### config.mk
export PLATFORM = sky130hd
export DESIGN_NAME = cam_reg_master
export DESIGN_NICKNAME = d
export VERILOG_FILES = /design/src/rtl/cam_reg_pkg.sv /design/src/rtl/crm_tick_gen.sv /design/src/rtl/crm_bit_phy.sv /design/src/rtl/cam_reg_master.sv
export SDC_FILE = /design/constraint.sdc
export NUM_CORES = 1
export LEC_CHECK = 0
export BUFFER_PORTS_ARGS = -buffer_cell sky130_fd_sc_hd__buf_2
export CAP_MARGIN = 0
export CORE_UTILIZATION = 41
export DETAILED_ROUTE_END_ITERATION = 8
export PLACE_DENSITY = 0.71
export SLEW_MARGIN = 20
export SYNTH_ARGS = -nofsm -noshare
export SYNTH_HDL_FRONTEND = slang
export SYNTH_SLANG_ARGS = --single-unit
### constraint.sdc
create_clock -name clk -period 3.7 [get_ports clk]
set_clock_uncertainty 0.15 [all_clocks]
set_input_delay 0.185 -clock clk [delete_from_list [all_inputs] [get_ports clk]]
set_output_delay 0.185 -clock clk [all_outputs]
set_load 0.01 [all_outputs]
### src/rtl/cam_reg_pkg.sv
`timescale 1ns/1ps
package cam_reg_pkg;

  localparam int unsigned BYTE_W = 8;

  typedef enum logic [1:0] {
    BOP_START = 2'd0,
    BOP_STOP  = 2'd1,
    BOP_BIT   = 2'd2
  } bit_op_e;

  typedef enum logic [1:0] {
    SQ_IDLE  = 2'd0,
    SQ_START = 2'd1,
    SQ_BITS  = 2'd2,
    SQ_STOP  = 2'd3
  } seq_st_e;

  // Identifier with the direction bit cleared (write) or set (read).
  function automatic logic [BYTE_W-1:0] wr_ident(input logic [BYTE_W-1:0] id);
    return id & 8'hFE;
  endfunction

  function automatic logic [BYTE_W-1:0] rd_ident(input logic [BYTE_W-1:0] id);
    return id | 8'h01;
  endfunction

  // Number of bytes the master itself transmits in one bus phase.
  function automatic logic [1:0] tx_bytes(input logic is_rd, input logic second_phase);
    if (!is_rd)            return 2'd3;
    else if (!second_phase) return 2'd2;
    else                   return 2'd1;
  endfunction

  // Byte to transmit at a given position of the current phase.
  function automatic logic [BYTE_W-1:0] pick_byte(input logic second_phase,
                                                  input logic [1:0] idx,
                                                  input logic [BYTE_W-1:0] dev,
                                                  input logic [BYTE_W-1:0] sub,
                                                  input logic [BYTE_W-1:0] wd);
    if (second_phase) return rd_ident(dev);
    case (idx)
      2'd0:    return wr_ident(dev);
      2'd1:    return sub;
      default: return wd;
    endcase
  endfunction

  // Bit sent at position idx, most significant first.
  function automatic logic msb_bit(input logic [BYTE_W-1:0] b, input logic [2:0] idx);
    return b[3'd7 - idx];
  endfunction

endpackage

### src/rtl/crm_tick_gen.sv
`timescale 1ns/1ps
module crm_tick_gen #(
  parameter int unsigned DIV_W = 16
) (
  input  logic             clk,
  input  logic             rst_n,
  input  logic             run,
  input  logic [DIV_W-1:0] div,
  output logic             tick
);
  logic [DIV_W-1:0] cnt_q;

  assign tick = run && (cnt_q == div);

  always_ff @(posedge clk or negedge rst_n) begin
    if (!rst_n)            cnt_q <= '0;
    else if (!run || tick) cnt_q <= '0;
    else                   cnt_q <= cnt_q + DIV_W'(1);
  end
endmodule

### src/rtl/crm_bit_phy.sv
`timescale 1ns/1ps
module crm_bit_phy
  import cam_reg_pkg::*;
(
  input  logic    clk,
  input  logic    rst_n,
  input  logic    tick,
  input  logic    op_valid,
  input  bit_op_e op,
  input  logic    op_bit,
  input  logic    sda_i,
  output logic    op_ready,
  output logic    op_done,
  output logic    rx_bit,
  output logic    scl_o,
  output logic    sda_oe,
  output logic    cond_active
);
  logic    active_q;
  bit_op_e op_q;
  logic    bit_q;
  logic [1:0] ph_q;

  assign op_ready    = !active_q;
  assign cond_active = active_q && (op_q != BOP_BIT);

  always_ff @(posedge clk or negedge rst_n) begin
    if (!rst_n) begin
      active_q <= 1'b0;
      op_q     <= BOP_START;
      bit_q    <= 1'b1;
      ph_q     <= 2'd0;
      scl_o    <= 1'b1;
      sda_oe   <= 1'b0;
      rx_bit   <= 1'b1;
      op_done  <= 1'b0;
    end else begin
      op_done <= 1'b0;
      if (!active_q) begin
        if (op_valid) begin
          active_q <= 1'b1;
          op_q     <= op;
          bit_q    <= op_bit;
          ph_q     <= 2'd0;
        end
      end else if (tick) begin
        case (op_q)
          BOP_START: begin
            case (ph_q)
              2'd0:    begin scl_o <= 1'b1; sda_oe <= 1'b0; end
              2'd1:    sda_oe <= 1'b1;
              2'd2:    scl_o  <= 1'b0;
              default: ;
            endcase
          end
          BOP_STOP: begin
            case (ph_q)
              2'd0:    begin scl_o <= 1'b0; sda_oe <= 1'b1; end
              2'd1:    scl_o  <= 1'b1;
              2'd2:    sda_oe <= 1'b0;
              default: ;
            endcase
          end
          default: begin
            case (ph_q)
              2'd0:    begin scl_o <= 1'b0; sda_oe <= !bit_q; end
              2'd1:    scl_o  <= 1'b1;
              2'd2:    rx_bit <= sda_i;
              default: scl_o  <= 1'b0;
            endcase
          end
        endcase
        ph_q <= ph_q + 2'd1;
        if (ph_q == 2'd3) begin
          active_q <= 1'b0;
          op_done  <= 1'b1;
        end
      end
    end
  end
endmodule

### src/rtl/cam_reg_master.sv
`timescale 1ns/1ps
module cam_reg_master
  import cam_reg_pkg::*;
#(
  parameter int unsigned DIV_W = 16
) (
  input  logic              clk,
  input  logic              rst_n,
  input  logic              cmd_valid,
  input  logic              cmd_read,
  input  logic [BYTE_W-1:0] cmd_dev_id,
  input  logic [BYTE_W-1:0] cmd_sub_addr,
  input  logic [BYTE_W-1:0] cmd_wdata,
  input  logic [DIV_W-1:0]  clk_div,
  output logic              busy,
  output logic              done,
  output logic              ack_err,
  output logic [BYTE_W-1:0] rd_data,
  output logic              scl_o,
  output logic              sda_oe,
  input  logic              sda_i
);
  localparam int unsigned IDX_W = $clog2(BYTE_W + 1);
  localparam logic [IDX_W-1:0] ACK_SLOT = IDX_W'(BYTE_W);

  seq_st_e st_q;
  logic is_rd_q, ph2_q, rx_mode_q, err_q, wait_q;
  logic [BYTE_W-1:0] dev_q, sub_q, wd_q, shreg_q;
  logic [1:0] byte_idx_q;
  logic [IDX_W-1:0] bit_idx_q;
  logic [DIV_W-1:0] div_q;

  // Named internal events
  logic tick, phy_ready, phy_done, phy_rx, phy_cond_active;
  logic op_valid, op_bit, ack_slot, last_tx, accept;
  bit_op_e op_sel;
  logic [BYTE_W-1:0] cur_byte;

  assign busy     = (st_q != SQ_IDLE);
  assign accept   = cmd_valid && !busy;
  assign cur_byte = pick_byte(ph2_q, byte_idx_q, dev_q, sub_q, wd_q);
  assign ack_slot = (bit_idx_q == ACK_SLOT);
  assign last_tx  = ((byte_idx_q + 2'd1) == tx_bytes(is_rd_q, ph2_q));
  assign op_valid = busy && !wait_q && phy_ready;

  always_comb begin
    op_sel = BOP_BIT;
    op_bit = 1'b1;
    case (st_q)
      SQ_START: op_sel = BOP_START;
      SQ_STOP:  op_sel = BOP_STOP;
      SQ_BITS:  op_bit = (rx_mode_q || ack_slot) ? 1'b1 : msb_bit(cur_byte, bit_idx_q[2:0]);
      default:  ;
    endcase
  end

  crm_tick_gen #(.DIV_W(DIV_W)) u_tick (
    .clk  (clk),
    .rst_n(rst_n),
    .run  (busy),
    .div  (div_q),
    .tick (tick)
  );

  crm_bit_phy u_phy (
    .clk        (clk),
    .rst_n      (rst_n),
    .tick       (tick),
    .op_valid   (op_valid),
    .op         (op_sel),
    .op_bit     (op_bit),
    .sda_i      (sda_i),
    .op_ready   (phy_ready),
    .op_done    (phy_done),
    .rx_bit     (phy_rx),
    .scl_o      (scl_o),
    .sda_oe     (sda_oe),
    .cond_active(phy_cond_active)
  );

  always_ff @(posedge clk or negedge rst_n) begin
    if (!rst_n) begin
      st_q       <= SQ_IDLE;
      is_rd_q    <= 1'b0;
      ph2_q      <= 1'b0;
      rx_mode_q  <= 1'b0;
      err_q      <= 1'b0;
      wait_q     <= 1'b0;
      dev_q      <= '0;
      sub_q      <= '0;
      wd_q       <= '0;
      shreg_q    <= '0;
      byte_idx_q <= 2'd0;
      bit_idx_q  <= '0;
      div_q      <= '0;
      done       <= 1'b0;
      ack_err    <= 1'b0;
      rd_data    <= '0;
    end else begin
      done <= 1'b0;
      if (op_valid) wait_q <= 1'b1;
      case (st_q)
        SQ_IDLE: begin
          if (accept) begin
            is_rd_q <= cmd_read;
            dev_q   <= cmd_dev_id;
            sub_q   <= cmd_sub_addr;
            wd_q    <= cmd_wdata;
            div_q   <= clk_div;
            ph2_q   <= 1'b0;
            err_q   <= 1'b0;
            ack_err <= 1'b0;
            st_q    <= SQ_START;
          end
        end
        SQ_START: begin
          if (phy_done) begin
            wait_q     <= 1'b0;
            st_q       <= SQ_BITS;
            bit_idx_q  <= '0;
            byte_idx_q <= 2'd0;
            rx_mode_q  <= 1'b0;
          end
        end
        SQ_BITS: begin
          if (phy_done) begin
            wait_q <= 1'b0;
            if (!ack_slot) begin
              if (rx_mode_q) shreg_q <= {shreg_q[BYTE_W-2:0], phy_rx};
              bit_idx_q <= bit_idx_q + IDX_W'(1);
            end else if (rx_mode_q) begin
              rd_data <= shreg_q;
              st_q    <= SQ_STOP;
            end else if (phy_rx) begin
              err_q <= 1'b1;
              st_q  <= SQ_STOP;
            end else if (last_tx) begin
              if (is_rd_q && ph2_q) begin
                rx_mode_q <= 1'b1;
                bit_idx_q <= '0;
              end else begin
                st_q <= SQ_STOP;
              end
            end else begin
              byte_idx_q <= byte_idx_q + 2'd1;
              bit_idx_q  <= '0;
            end
          end
        end
        default: begin
          if (phy_done) begin
            wait_q <= 1'b0;
            if (is_rd_q && !ph2_q && !err_q) begin
              ph2_q <= 1'b1;
              st_q  <= SQ_START;
            end else begin
              st_q    <= SQ_IDLE;
              done    <= 1'b1;
              ack_err <= err_q;
            end
          end
        end
      endcase
    end
  end
endmodule

# Yosys cells after proc, flatten, opt, wreduce, memory -nomap -nowiden

Index checks and enable logic that the tools add are counted.
W data, S select, Z words.

Output and inout bits: 13
Bits in registers: 97
Input bits: 45
Word-level logic and storage cells: 190

Bitwise operators: 4
Equality and inequality tests: 31
Mux-type cells: 80
Add/subtract/negate cells: 5
Reduce and logical (&&, ||, !) cells: 44
$lt $le $gt $ge: 1

Operator list:

| operator                | number |
|---|---|
| $mux W2                 | 20 |
| $mux W1                 | 35 |
| $mux W4                 | 7 |
| $reduce_and A4 Y1       | 6 |
| $pmux W1 S2             | 9 |
| $add A16 B1 Y16 const B | 1 |
| $eq A16 B16 Y1          | 1 |
| $mux W16                | 1 |
| $mux W8                 | 2 |
| $pmux W8 S2             | 1 |
| $reduce_and A7 Y1       | 2 |
| $ne A2 B2 Y1 const B    | 6 |
| $ne A3 B2 Y1 const B    | 4 |
| $reduce_and A6 Y1       | 2 |
| $reduce_bool A2 Y1      | 6 |
| $reduce_and A5 Y1       | 2 |
| $eq A2 B1 Y1 const B    | 4 |
| $eq A2 B2 Y1 const B    | 4 |
| $logic_not A2 Y1        | 4 |
| $ne A2 B1 Y1 const B    | 4 |
| $ne A4 B3 Y1 const B    | 2 |
| $pmux W2 S2             | 2 |
| $pmux W4 S2             | 1 |
| $logic_and A1 B1 Y1     | 7 |
| other kinds (18)        | 32 |

# Depth between registers and ports, before layout

Depth in word-level cells: 9
Depth in mapped cells: 8
Mapped depth without buffers: 7

# By module

From an unflattened synthesis, not the netlist that was laid out.

Cells, all modules: 409
Area, all modules: 4784.6 µm²

By module, submodules not included:

| module         | area each (µm²) | cells each | seq. area each (µm²) | instances |
|---|---|---|---|---|
| cam_reg_master | 3219.3          | 255        | 1751.7               | 1 |
| crm_tick_gen   | 988.4           | 101        | 400.4                | 1 |
| crm_bit_phy    | 576.8           | 53         | 254.0                | 1 |

# Least setup slack after synthesis

OpenSTA, ideal clock, no wires.

Kind: flip-flop to flip-flop
From: register bit_idx_q[0]
To: register st_q[0]
Setup slack: 1.611 ns
Cell stages (with the launch flop): 9
Arrival: 1.815 ns
Buffers on the path: 1
Library setup time: 0.125 ns
Data required time: 3.425 ns
Clock period less this slack: 2.089 ns
Cells stage by stage: dfrtp_1 buf_2 inv_1 ha_1 nand3b_1 nor2_1 a21boi_0 o221ai_1 mux2_2

Longest elaborated chain between the ends: 3

Ends and longest elaborated chain:

| what                               | line                  | RTL |
|---|---|---|
| from (decl)                        | cam_reg_master.sv:30  | `logic [IDX_W-1:0] bit_idx_q;` |
| from (signal assigned)             | cam_reg_master.sv:130 | `bit_idx_q <= bit_idx_q + IDX_W'(1);` |
| $eq A4 B4 Y1                       | cam_reg_master.sv:42  | `assign ack_slot = (bit_idx_q == ACK_SLOT);` |
| $ne A2 B2 Y1 (no source line)      | n/a                   |  |
| $reduce_and A7 Y1 (no source line) | n/a                   |  |
| to (signal assigned)               | cam_reg_master.sv:83  | `st_q <= SQ_IDLE;` |
| to (signal assigned)               | cam_reg_master.sv:113 | `st_q <= SQ_START;` |
| to (signal assigned)               | cam_reg_master.sv:119 | `st_q <= SQ_BITS;` |
| to (decl)                          | cam_reg_master.sv:26  | `seq_st_e st_q;` |

Every way passes these cells.
A chain may end at the register's enable or synchronous reset.

# Worst setup path in the final report

From: register bit_idx_q[0]
To: register shreg_q[1]

Longest elaborated chain between the ends: 3

Ends and longest elaborated chain:

| what                               | line                  | RTL |
|---|---|---|
| $eq A4 B4 Y1                       | cam_reg_master.sv:42  |  |
| $not A1 Y1 (no source line)        | n/a                   |  |
| $reduce_and A4 Y1 (no source line) | n/a                   |  |
| to (signal assigned)               | cam_reg_master.sv:129 | `if (rx_mode_q) shreg_q <= {shreg_q[BYTE_W-2:0], phy_rx};` |
| to (decl)                          | cam_reg_master.sv:28  | `logic [BYTE_W-1:0] dev_q, sub_q, wd_q, shreg_q;` |

Every way passes these cells.

==> impl_metrics.env <==
export IMPL_outcome="finished, final reports clean"
export IMPL_grt_max_degree=81
export IMPL_layout_commonest_cell="dfrtp_1"
export IMPL_cap_violations=0
export IMPL_ys_seq_area_frac=0.521
export IMPL_dr_pass1_iters=4
export IMPL_post_cts_resized=0
export IMPL_die_area_um2=11700
export IMPL_die_width_um=108
export IMPL_clk_latency_ns=0.37
export IMPL_peakVddDrop_mv=0.300
export IMPL_die_h_um=108
export IMPL_start_util=0.425
export IMPL_routed_via_density=5.21
export IMPL_critPathBufInv=1
export IMPL_finalSetupViolations=0
export IMPL_crit_type="register to register"
export IMPL_core_area_um2=10900
export IMPL_synth_edff_count=0
export IMPL_antenna_cells=0
export IMPL_p_leak_nw=2.63
export IMPL_arrival_ns=2.72
export IMPL_gp_congestion=0.815
export IMPL_worstMarginPinSlew_ns=0.720
export IMPL_reg2reg_slack_ns=1.08
export IMPL_fin_setup_tns_ns=0
export IMPL_antenna_found_initial=0
export IMPL_critPathRequiredTime_ns=3.81
export IMPL_fillCellCount=931
export IMPL_grt_overflow=0
export IMPL_hold_viol_final=0
export IMPL_cts_buffer_depth=2
export IMPL_hpwl_um=6390
export IMPL_ctsHtreeMaxLevel=3
export IMPL_row_count=38
export IMPL_drc=0
export IMPL_cpMaxStageDelayCell="dfrtp_1"
export IMPL_async_flop_share=1.00
export IMPL_finalNetCount=553
export IMPL_cts_hold_buffers=42
export IMPL_yosysWarningCount=0
export IMPL_layout_common_cells="dfrtp_1, mux2_2, buf_2"
export IMPL_max_slew_margin=0.520
export IMPL_crit_fanout=12
export IMPL_grt_pass1_wl_um=16100
export IMPL_slew_violations=0
export IMPL_synthFlopType="dfrtp_1"
export IMPL_p_per_area_nw_per_um2=606
export IMPL_netlist_instances=399
export IMPL_ios=58
export IMPL_drive_above_1_share=0.287
export IMPL_path_cells="inv_1, ha_1, nand3b_1, nor2b_1, mux2_2"
export IMPL_worstSetupStartpointType="register"
export IMPL_ys_ff_latch=96
export IMPL_cts_buffers=9
export IMPL_critPathTopFamily="simple AND/OR/NAND/NOR gates"
export IMPL_clock_sinks=96
export IMPL_cts_root_buf="clkbuf_8"
export IMPL_hp_class="primary input to register"
export IMPL_netlist_area_um2=4620
export IMPL_min_period_ns=2.62
export IMPL_syn_nets=458
export IMPL_wirelength_um=9450
export IMPL_synthToLayoutAreaGrowth_pct=22.9
export IMPL_cp_end_kind="register"
export IMPL_grt_usage=0.179
export IMPL_grt_pass1_vias=3288
export IMPL_syn_avg_cell_area_um2=11.6
export IMPL_cpPeakStageDelay_ns=0.64
export IMPL_period_share=0.707
export IMPL_rsz0062_at_grt="no"
export IMPL_path_clk_slew_ns=0.09
export IMPL_wl_per_cell_um=14.8
export IMPL_vias=3329
export IMPL_synthDistinctLibCells=49
export IMPL_ant_nets=0
export IMPL_cts_tree="built"
export IMPL_portBuffers=56
export IMPL_post_cts_setup_buffers=0
export IMPL_drtIter0Drc=185
export IMPL_totalPowerFinal_w=0.00344
export IMPL_max_freq_mhz=382
-- cell usage after synthesis (all sizes together), types with 2 or more instances --
cell	n	area, µm²
o31ai	3	22.5
a221oi	6	52.6
ha	14	175
nand3	19	95.1
inv	18	67.6
nor3	11	55.1
a22o	3	26.3
and3	4	26.3
mux2i	6	60.1
buf	11	52.6
nand2	17	63.8
nor4	8	62.6
nor2	37	144
nand3b	2	15.0
xnor2	4	35.0
o21ai	10	50.0
dfstp	3	78.8
or3	3	18.8
dfrtp	93	2330
nand4	6	43.8
mux2	63	709
a31oi	2	12.5
xor2	25	219
clkbuf	5	20.0
a21oi	10	50.1
a22oi	2	15.0
-- power by group --
group	leakage [nW]	total (W)	switching (W)	internal [W]
Clock	0.123	0.000806	0.000362	0.000444
Sequential	1.22	0.00159	0.000242	0.00135
Combinational	1.28	0.00105	0.000511	0.000537
Total	2.63	0.00344	0.00111	0.00233
-- worst min-delay path, delay by kind of cell --
kind	cells	cell delay, ns
AO/OA/AOI/OAI	1	0.10
buffers and inverters	1	0.12
multiplexers	1	0.15
-- cell type report --
cell class,count,area (µm²),share of cell area
clock buffer,9,124,0.0218
clock inverter,7,110,0.0194
inverter,18,67.6,0.0119
multi-input combinational,269,2080,0.365
sequential,96,2410,0.424
tap,140,175,0.0308
timing repair buffer,100,722,0.127
-- through the flow --
| step | utilization | setup WS (ns) | hold WS [ns] | instance area, µm² | cells |
|---|---|---|---|---|---|
| after floorplan | - | 1.61 | -0.261 | 4620 | 399 |
| after detailed placement | 0.461 | 1.12 | 0.262 | 5020 | 581 |
| final | 0.522 | 1.08 | 0.0888 | 5680 | 639 |
| after CTS | 0.521 | 1.06 | 0.0366 | 5680 | 639 |
| after global placement | 0.461 | 1.15 | 0.257 | 5020 | 581 |
| after global routing | 0.522 | 0.890 | 0.118 | 5680 | 639 |
-- flip-flops by register name, summed over array words and instances, names as in the netlist, 2 cells and up --
register / count
bit_idx_q: 4
byte_idx_q: 2
dev_q: 7
div_q: 16
rd_data: 8
shreg_q: 8
st_q: 2
sub_q: 8
u_phy.op_q: 2
u_phy.ph_q: 2
u_tick.cnt_q: 16
wd_q: 8
-- path summary, 6_finish.rpt --
path                       cells past startpoint    startpoint    endpoint
max reg2reg                                    5  bit_idx_q[0]  shreg_q[1]
min reg2reg                                    1    rd_data[6]  rd_data[6]
min                                            3     cmd_valid       err_q
min in group asynchronous                      2         rst_n   div_q[11]
max in group asynchronous                      3         rst_n    dev_q[2]
max                                            5  bit_idx_q[0]  shreg_q[1]
-- cells by family (layout without fill, tap and decap cells) --
kind of cell    Yosys count  in the layout  share of synthesized area
simple gates            111            111                      0.120
buf+inv                  34            134                     0.0303
xor+xnor                 29             29                     0.0550
compound gates           45             45                     0.0652
fa+ha+maj                14             14                     0.0379
flops                    96             96                      0.521
mux                      70             70                      0.171
-- routing by layer --
metal | up-vias | track usage | routed length [µm] | share of wire
met5 | - | 0 | 0 | 0
met4 | 0 | 0.0479 | 102 | 0.011
met3 | 8 | 0.0482 | 385 | 0.041
met2 | 63 | 0.299 | 4760 | 0.50
met1 | 1657 | 0.227 | 4210 | 0.45
li1 | 1601 | - | - | -
No activity file was read; power rests on OpenSTA's default activity.
